## src/rtl/exc_entry_pkg.sv

```systemverilog
package exc_entry_pkg;

    typedef enum logic [2:0] {
        CAUSE_SWTRAP  = 3'd0,
        CAUSE_ILLEGAL = 3'd1,
        CAUSE_ZDIV    = 3'd2,
        CAUSE_BOUNDS  = 3'd3,
        CAUSE_CONDTRP = 3'd4
    } cause_e;

    typedef enum logic [2:0] {
        S_IDLE,
        S_WR_SR,
        S_WR_PC,
        S_WR_FMT,
        S_WR_FAULT,
        S_FETCH,
        S_LOAD,
        S_DONE
    } state_e;

    localparam logic [3:0] FMT_SHORT = 4'd0;
    localparam logic [3:0] FMT_LONG  = 4'd2;

endpackage

```

## src/rtl/exc_vector_calc.sv

```systemverilog
module exc_vector_calc
    import exc_entry_pkg::*;
#(
    parameter int unsigned TRAPN_W = 4,
    parameter int unsigned VEC_W   = 8
) (
    input  logic [2:0]         cause,
    input  logic [TRAPN_W-1:0] trap_num,
    output logic [VEC_W-1:0]   vec_num,
    output logic               long_frame
);

    localparam logic [VEC_W-1:0] SW_BASE = VEC_W'(32);

    always_comb begin
        long_frame = 1'b1;
        case (cause)
            CAUSE_SWTRAP: begin
                vec_num    = SW_BASE + VEC_W'(trap_num);
                long_frame = 1'b0;
            end
            CAUSE_ZDIV:    vec_num = VEC_W'(5);
            CAUSE_BOUNDS:  vec_num = VEC_W'(6);
            CAUSE_CONDTRP: vec_num = VEC_W'(7);
            default:       vec_num = VEC_W'(4);
        endcase
    end

endmodule

```

## src/rtl/exc_trace_track.sv

```systemverilog
module exc_trace_track (
    input  logic clk,
    input  logic rst_n,
    input  logic arm,
    input  logic rte,
    output logic trace_req
);

    logic pend_q;

    always_ff @(posedge clk) begin
        if (!rst_n) begin
            pend_q    <= 1'b0;
            trace_req <= 1'b0;
        end else begin
            trace_req <= rte && pend_q;
            if (arm)
                pend_q <= 1'b1;
            else if (rte)
                pend_q <= 1'b0;
        end
    end

endmodule

```

## src/rtl/exc_entry_seq.sv

```systemverilog
module exc_entry_seq
    import exc_entry_pkg::*;
#(
    parameter int unsigned DATA_W   = 32,
    parameter int unsigned SR_W     = 16,
    parameter int unsigned TRAPN_W  = 4,
    parameter int unsigned VEC_W    = 8,
    parameter int unsigned SUP_BIT  = 13,
    parameter int unsigned TRC_LO   = 14,
    parameter int unsigned TRC_HI   = 15
) (
    input  logic              clk,
    input  logic              rst_n,
    input  logic              req_valid,
    input  logic [2:0]        req_cause,
    input  logic [TRAPN_W-1:0] req_trap_num,
    input  logic [SR_W-1:0]   sr_in,
    input  logic [DATA_W-1:0] fault_pc,
    input  logic [DATA_W-1:0] next_pc,
    input  logic [DATA_W-1:0] vec_base,
    input  logic [DATA_W-1:0] ssp_in,
    input  logic              rte_done,
    output logic              mem_we,
    output logic [DATA_W-1:0] mem_addr,
    output logic [DATA_W-1:0] mem_wdata,
    output logic              rd_en,
    output logic [DATA_W-1:0] rd_addr,
    input  logic [DATA_W-1:0] rd_data,
    output logic              busy,
    output logic              done,
    output logic [DATA_W-1:0] new_pc,
    output logic [SR_W-1:0]   new_sr,
    output logic [DATA_W-1:0] new_ssp,
    output logic              trace_req
);

    localparam int unsigned OFF_W   = 12;
    localparam int unsigned OFF_PAD = OFF_W - VEC_W - 2;
    localparam logic [DATA_W-1:0] SHORT_BYTES = DATA_W'(12);
    localparam logic [DATA_W-1:0] LONG_BYTES  = DATA_W'(16);

    state_e state_q, state_d;

    logic [VEC_W-1:0]   vec_num;
    logic               long_frame;
    logic               accept;
    logic               trace_on;
    logic [VEC_W+1:0]   vec_off;
    logic [SR_W-1:0]    sr_next;

    logic [SR_W-1:0]    sr_q;
    logic [DATA_W-1:0]  npc_q, fpc_q, fetch_q, sp_q, fmtw_q, pc_q;
    logic [SR_W-1:0]    nsr_q;
    logic               long_q;

    exc_vector_calc #(
        .TRAPN_W (TRAPN_W),
        .VEC_W   (VEC_W)
    ) vcalc_i (
        .cause      (req_cause),
        .trap_num   (req_trap_num),
        .vec_num    (vec_num),
        .long_frame (long_frame)
    );

    assign accept   = (state_q == S_IDLE) && req_valid;
    assign trace_on = |sr_in[TRC_HI:TRC_LO];
    assign vec_off  = {vec_num, 2'b00};

    always_comb begin
        sr_next = sr_in;
        sr_next[SUP_BIT] = 1'b1;
        sr_next[TRC_HI:TRC_LO] = '0;
    end

    exc_trace_track trk_i (
        .clk       (clk),
        .rst_n     (rst_n),
        .arm       (accept && trace_on),
        .rte       (rte_done),
        .trace_req (trace_req)
    );

    // state register and captured context
    always_ff @(posedge clk) begin
        if (!rst_n) begin
            state_q <= S_IDLE;
            sr_q    <= '0;
            npc_q   <= '0;
            fpc_q   <= '0;
            fetch_q <= '0;
            sp_q    <= '0;
            fmtw_q  <= '0;
            pc_q    <= '0;
            nsr_q   <= '0;
            long_q  <= 1'b0;
        end else begin
            state_q <= state_d;
            if (accept) begin
                sr_q    <= sr_in;
                npc_q   <= next_pc;
                fpc_q   <= fault_pc;
                long_q  <= long_frame;
                nsr_q   <= sr_next;
                fetch_q <= vec_base + DATA_W'(vec_off);
                sp_q    <= ssp_in - (long_frame ? LONG_BYTES : SHORT_BYTES);
                fmtw_q  <= DATA_W'({(long_frame ? FMT_LONG : FMT_SHORT),
                                    {OFF_PAD{1'b0}}, vec_off});
            end
            if (state_q == S_LOAD)
                pc_q <= rd_data;
        end
    end

    always_comb begin
        state_d = state_q;
        unique case (state_q)
            S_IDLE:     if (req_valid) state_d = S_WR_SR;
            S_WR_SR:    state_d = S_WR_PC;
            S_WR_PC:    state_d = S_WR_FMT;
            S_WR_FMT:   state_d = long_q ? S_WR_FAULT : S_FETCH;
            S_WR_FAULT: state_d = S_FETCH;
            S_FETCH:    state_d = S_LOAD;
            S_LOAD:     state_d = S_DONE;
            S_DONE:     state_d = S_IDLE;
            default:    state_d = S_IDLE;
        endcase
    end

    // outputs
    always_comb begin
        mem_we    = 1'b0;
        mem_addr  = sp_q;
        mem_wdata = '0;
        rd_en     = 1'b0;
        done      = 1'b0;
        unique case (state_q)
            S_IDLE: ;
            S_WR_SR: begin
                mem_we    = 1'b1;
                mem_wdata = DATA_W'(sr_q);
            end
            S_WR_PC: begin
                mem_we    = 1'b1;
                mem_addr  = sp_q + DATA_W'(4);
                mem_wdata = npc_q;
            end
            S_WR_FMT: begin
                mem_we    = 1'b1;
                mem_addr  = sp_q + DATA_W'(8);
                mem_wdata = fmtw_q;
            end
            S_WR_FAULT: begin
                mem_we    = 1'b1;
                mem_addr  = sp_q + DATA_W'(12);
                mem_wdata = fpc_q;
            end
            S_FETCH: rd_en = 1'b1;
            S_LOAD: ;
            S_DONE: done = 1'b1;
            default: ;
        endcase
    end

    assign rd_addr = fetch_q;
    assign busy    = (state_q != S_IDLE);
    assign new_pc  = pc_q;
    assign new_sr  = nsr_q;
    assign new_ssp = sp_q;

endmodule

```

## config.mk

```make
export PLATFORM = sky130hd
export DESIGN_NAME = exc_entry_seq
export DESIGN_NICKNAME = d
export VERILOG_FILES = /design/src/rtl/exc_entry_pkg.sv /design/src/rtl/exc_vector_calc.sv /design/src/rtl/exc_trace_track.sv /design/src/rtl/exc_entry_seq.sv
export SDC_FILE = /design/constraint.sdc
export NUM_CORES = 1
export LEC_CHECK = 0
export BUFFER_PORTS_ARGS = -buffer_cell sky130_fd_sc_hd__clkbuf_2
export CAP_MARGIN = 5
export CELL_PAD_IN_SITES_DETAIL_PLACEMENT = 1
export CELL_PAD_IN_SITES_GLOBAL_PLACEMENT = 1
export CORE_MARGIN = 5
export CORE_UTILIZATION = 37
export CTS_CLUSTER_SIZE = 12
export DETAILED_ROUTE_END_ITERATION = 12
export PLACE_DENSITY_LB_ADDON = 0.1
export SYNTH_ARGS = -nofsm -noshare
export SYNTH_HDL_FRONTEND = slang
export SYNTH_SLANG_ARGS = --single-unit
```

## constraint.sdc

```tcl
create_clock -name clk -period 5.5 [get_ports clk]
set_clock_uncertainty 0.15 [all_clocks]
set_input_delay 0.275 -clock clk [delete_from_list [all_inputs] [get_ports clk]]
set_output_delay 0.275 -clock clk [all_outputs]
set_load 0.05 [all_outputs]
```

### Word-level counts from Yosys, hierarchy flattened

Cells that the tools add are included.

* register bits: 208
* bits of input ports: 187
* output and inout port bits: 181
* logic and storage cells: 52

* $add $sub $neg: 6
* equality and inequality tests: 11
* muxes and demuxes: 14
* reductions and logical operators: 9

Operators with widths (count)
* $pmux W32 S4: 1
* $pmux W32 S3: 1
* $add A32 B4 Y32 const B: 2
* $add A32 B10 Y32: 1
* $add A32 B3 Y32 const B: 1
* $pmux W8 S4: 1
* $sub A32 B5 Y32: 1
* $pmux W3 S8: 1
* $eq A3 B3 Y1 const B: 5
* $eq A3 B2 Y1 const B: 4
* $add A6 B4 Y7 const A: 1
* $mux W1: 7
* $logic_not A3 Y1: 2
* $mux W5: 1
* $reduce_or A4 Y1: 1
* $eq A3 B1 Y1 const B: 1
* $logic_and A1 B1 Y1: 3
* $mux W3: 1
* $reduce_bool A3 Y1: 1
* $mux W2: 1
* $ne A2 B2 Y1 const B: 1
* $reduce_bool A2 Y1: 1
* $reduce_or A2 Y1: 1

### Longest topological paths before layout

* word-level depth: 4
* gate-level depth with buffers: 11
* mapped depth without buffers: 10

### Modules after synthesis

A second synthesis with hierarchy kept.

* cells, all modules: 1222
* area, all modules: 9526.6 um^2

Modules (own cells, without submodules)
* exc_entry_seq: times used 1, cells each 1204, area each 9376.5 um^2
* exc_vector_calc: times used 1, cells each 13, area each 88.8 um^2
* exc_trace_track: times used 1, cells each 5, area each 61.3 um^2

### Worst setup path after synthesis

No wires, ideal clock.

* path kind: register to output
* start: register state_q[0]
* end: output port mem_addr[16]
* arrival time: 3098 ps
* setup slack: 1977 ps
* cell stages (with the launch flop): 11
* path buffers: 3
* path through: dfxtp_1 > clkbuf_1 > nor3b_2 > clkbuf_1 > fa_1 > mux2i_1 > o2bb2ai_1 > and2_1 > clkbuf_1 > nand3_1 > xnor2_1

* longest elaborated chain between the ends: 2
* elaborated cells on any way between the ends: 4

RTL lines
* start: declaration: RTL line exc_entry_seq.sv:42 `state_e state_q, state_d;`
* start signal: assignment: RTL line exc_entry_seq.sv:98 `state_q <= state_d;`
* $eq A3 B3 Y1 or $eq A3 B2 Y1 (tied branches): RTL line exc_entry_seq.sv:137 `unique case (state_q)`
* $pmux W32 S3 (*): RTL line exc_entry_seq.sv:137
* end: declaration: RTL line exc_entry_seq.sv:24 `output logic [DATA_W-1:0] mem_addr,`

Every way passes the cells marked *; elsewhere a longest branch is shown, timed or not.

### Worst setup path in the final report

* start: register state_q[0]
* end: output port mem_wdata[11]

* longest elaborated chain between the ends: 2
* elaborated cells on any way between the ends: 5

RTL lines
* $eq A3 B3 Y1, or another cell as far along: RTL line exc_entry_seq.sv:137
* $pmux W32 S4 (*): RTL line exc_entry_seq.sv:137
* end: declaration: RTL line exc_entry_seq.sv:25 `output logic [DATA_W-1:0] mem_wdata,`

Marked as above.

==> impl_metrics.tcl <==
set metrics [dict create \
    worstReg2RegStart "state_q[1]" \
    total_power_w 0.00383 \
    die_x_um 167 \
    cts_tree "yes" \
    whs_path_depth 3 \
    synth_cell_types 56 \
    overflow 0 \
    grt.total_usage_pct 24.9 \
    finalCriticalPeriod_ns 3.86 \
    synth_top_area_share_pct 41.0 \
    drc 0 \
    grt_max_degree 88 \
    min_from "vec_base[28]" \
    synth.most_common_cell "nand2_1" \
    synth_xor_xnor_area_share_pct 6.78 \
    place_congestion 0.793 \
    io_pins 368 \
    dieArea_um2 28000 \
    outcome "finished clean" \
    hold_end "rd_addr[28]" \
    drv_slew 0 \
    async_flop_share_pct 0 \
    path_clk_slew_ns 0.07 \
    yosys_warnings 0 \
    core_area_um2 24400 \
    grt_first_pass_wirelength_um 57400 \
    start_util_pct 37.6 \
    wl_per_cell_um 18.3 \
    dp_hpwl_um 24200 \
    yosysTopAreaCell "dfxtp_1" \
    antenna_found_initial 3 \
    num_rows 57 \
    wirelength_um 35900 \
    detailedPlace.worstSlack_ns 1.89 \
    synthAdderAreaFrac_pct 2.02 \
    slew_headroom_pct 12.6 \
    placed_area_um2 11100 \
    areaGrowthSynthToFinish_pct 41.3 \
    rsz0062_at_grt "false" \
    ys_top_cells_by_count "290 x nand2_1, 188 x dfxtp_1, 163 x a21oi_1" \
    hold_viol 0 \
    max_freq_mhz 259 \
    netlist_top_cells_area "dfxtp_1 41%, nand2_1 12%, a21oi_1 8.9%" \
    cp_max_fo 18 \
    cp_slowest_stage_delay_ns 0.91 \
    viasPerCell 5.15 \
    die_y_um 167 \
    fin_nets 1829 \
    max_slew.worst_pin.slew_ns 1.31 \
    r2r_setup_slack_ns 2.25 \
    drv_cap 0 \
    yosys.area_share.simple_pct 23.4 \
    critPathLaunch "state_q[0]" \
    setup_viol 0 \
    reg2reg_depth 6 \
    synth_mux_area_share_pct 1.23 \
    crit_chain "clkinv_1 -> nor2_1 -> a22oi_1 -> o21ai_0 -> clkbuf_2" \
    finalCritPeriodShare_pct 70.2 \
    p_per_area_nw_per_um2 296 \
    syn-cell-area_um2 9170 \
    grt_pass1_vias 10700 \
    drt_iter0_drc 484 \
    synth-seq-cells 188 \
    ys.flop_type "dfxtp_1" \
    ir_drop_mv 0.139 \
    via_count 10100 \
    post_cts_buffers 0 \
    detail-route-antenna-nets 0 \
    worstPathArrival_ns 3.44 \
    htreeDepth 4 \
    drt-pass1-iter-count 5 \
    cts_sinks 188 \
    synth_compound_area_share_pct 20.0 \
    crit_type "flip-flop to primary output" \
    synth_edf_count 0 \
    netlist_instances 1203 \
    drive_above_1_share_pct 25.6 \
    cts_buffer_depth 2 \
    critPathSlowestCell "nor2_1" \
    root_buffer "clkbuf_16" \
    synth_area_per_cell_um2 7.62 \
    clk_latency_ns 0.43 \
    io_buffers 365 \
    worst_slack_ns 1.64 \
    hold_path_class "input pin to flip-flop" \
    timing.critical_path.to_type "primary output" \
    leakage_nw 5.52 \
    r2r_end "rd_addr[26]" \
    cts_buffers 17 \
    cts_resized 0 \
    final_area_um2 13000 \
    synth_top_family_by_area "simple AND/OR/NAND/NOR gates" \
    seq_area_frac_synth_pct 41.0 \
    fin_tns_setup_ns 0 \
    crit_path_start_kind "flip-flop" \
    utilization_pct 53.1 \
    cp.required_ns 5.08 \
]
[routing by layer]
metal,part of all wire [%],track usage (%),vias up
met3,5.5,5.59,59
li1,-,-,4967
met4,2.5,9.17,2
met2,50,43.5,301
met5,0.036,0,-
met1,42,29.9,4814
[logic make-up (layout without fill, tap and decap cells)]
kind of cell	Yosys count	count (layout)
mux	11	11
simple gates	483	483
fa+ha+maj	13	13
flops	188	188
other cells	1	4
buf+inv	117	555
xor+xnor	71	71
compound gates	319	319
[where the power goes]
part / total, W / internal, W / leakage, nW / switching [W]
Sequential: 0.00156 / 0.00147 / 1.54 / 0.0000959
Combinational: 0.00104 / 0.000309 / 3.69 / 0.000727
Clock: 0.00124 / 0.000615 / 0.290 / 0.000622
[timing repair]
item	in CTS	in global routing
endpoints found under the setup margin	0	0
hold buffers	128	0
endpoints found under the hold margin	129	0
[worst max-delay path, delay by kind of cell, from the launching register on]
| family | cells | cell delay [ns] |
|---|---|---|
| AO/OA/AOI/OAI | 2 | 0.50 |
| buffers and inverters | 2 | 0.80 |
| AND/OR/NAND/NOR | 1 | 0.91 |
| flip-flops | 1 | 0.78 |
[worst max path at each step]
stage,end,slack (ns)
floorplan,mem_addr[16],1.98
global placement,rd_addr[24],2.05
detailed placement,new_ssp[22],1.89
CTS,mem_wdata[12],1.60
global route,mem_wdata[9],1.29
finish,mem_wdata[11],1.64
[layout by cell type, fill, tap and decap left out, types with 16 or more instances in the layout]
cell | synthesis | layout
nand3_1 | 33 | 33
dlygate4sd3_1 | 0 | 128
a21oi_1 | 163 | 163
xor2_1 | 36 | 36
a22o_1 | 16 | 16
dfxtp_1 | 188 | 188
clkbuf_16 | 0 | 17
nor2_1 | 62 | 62
o21ai_0 | 74 | 74
nand2_1 | 290 | 289
xnor2_1 | 35 | 35
a211oi_1 | 18 | 18
clkbuf_2 | 0 | 365
inv_1 | 16 | 16
[through the flow]
step / cells / hold slack, ns
after floorplan: 1204 / 0.261
after global placement: 1806 / 0.289
after detailed placement: 1806 / 0.296
after CTS: 1966 / 0.00272
after global routing: 1968 / 0.0161
final: 1968 / 0.0243
[layout make-up]
class                      instances  area (µm²)
antenna                            2        5.00
inverter                          18        70.1
clock inverter                    14         165
sequential                       188        3760
clock buffer                      18         429
timing repair buffer             505        3200
multi-input combinational        899        4920
fill                            3130       11400
tap                              324         405
[sequential cells by signal, summed over array words and instances (netlist names)]
register and count:
sr_q 16, new_pc 32, npc_q 32, new_ssp 32, rd_addr 32, long_q 1
state_q 3, trk_i.trace_req 1, trk_i.pend_q 1, fpc_q 32, fmtw_q 5, new_sr 1
Power figures use the tool's default switching activity.
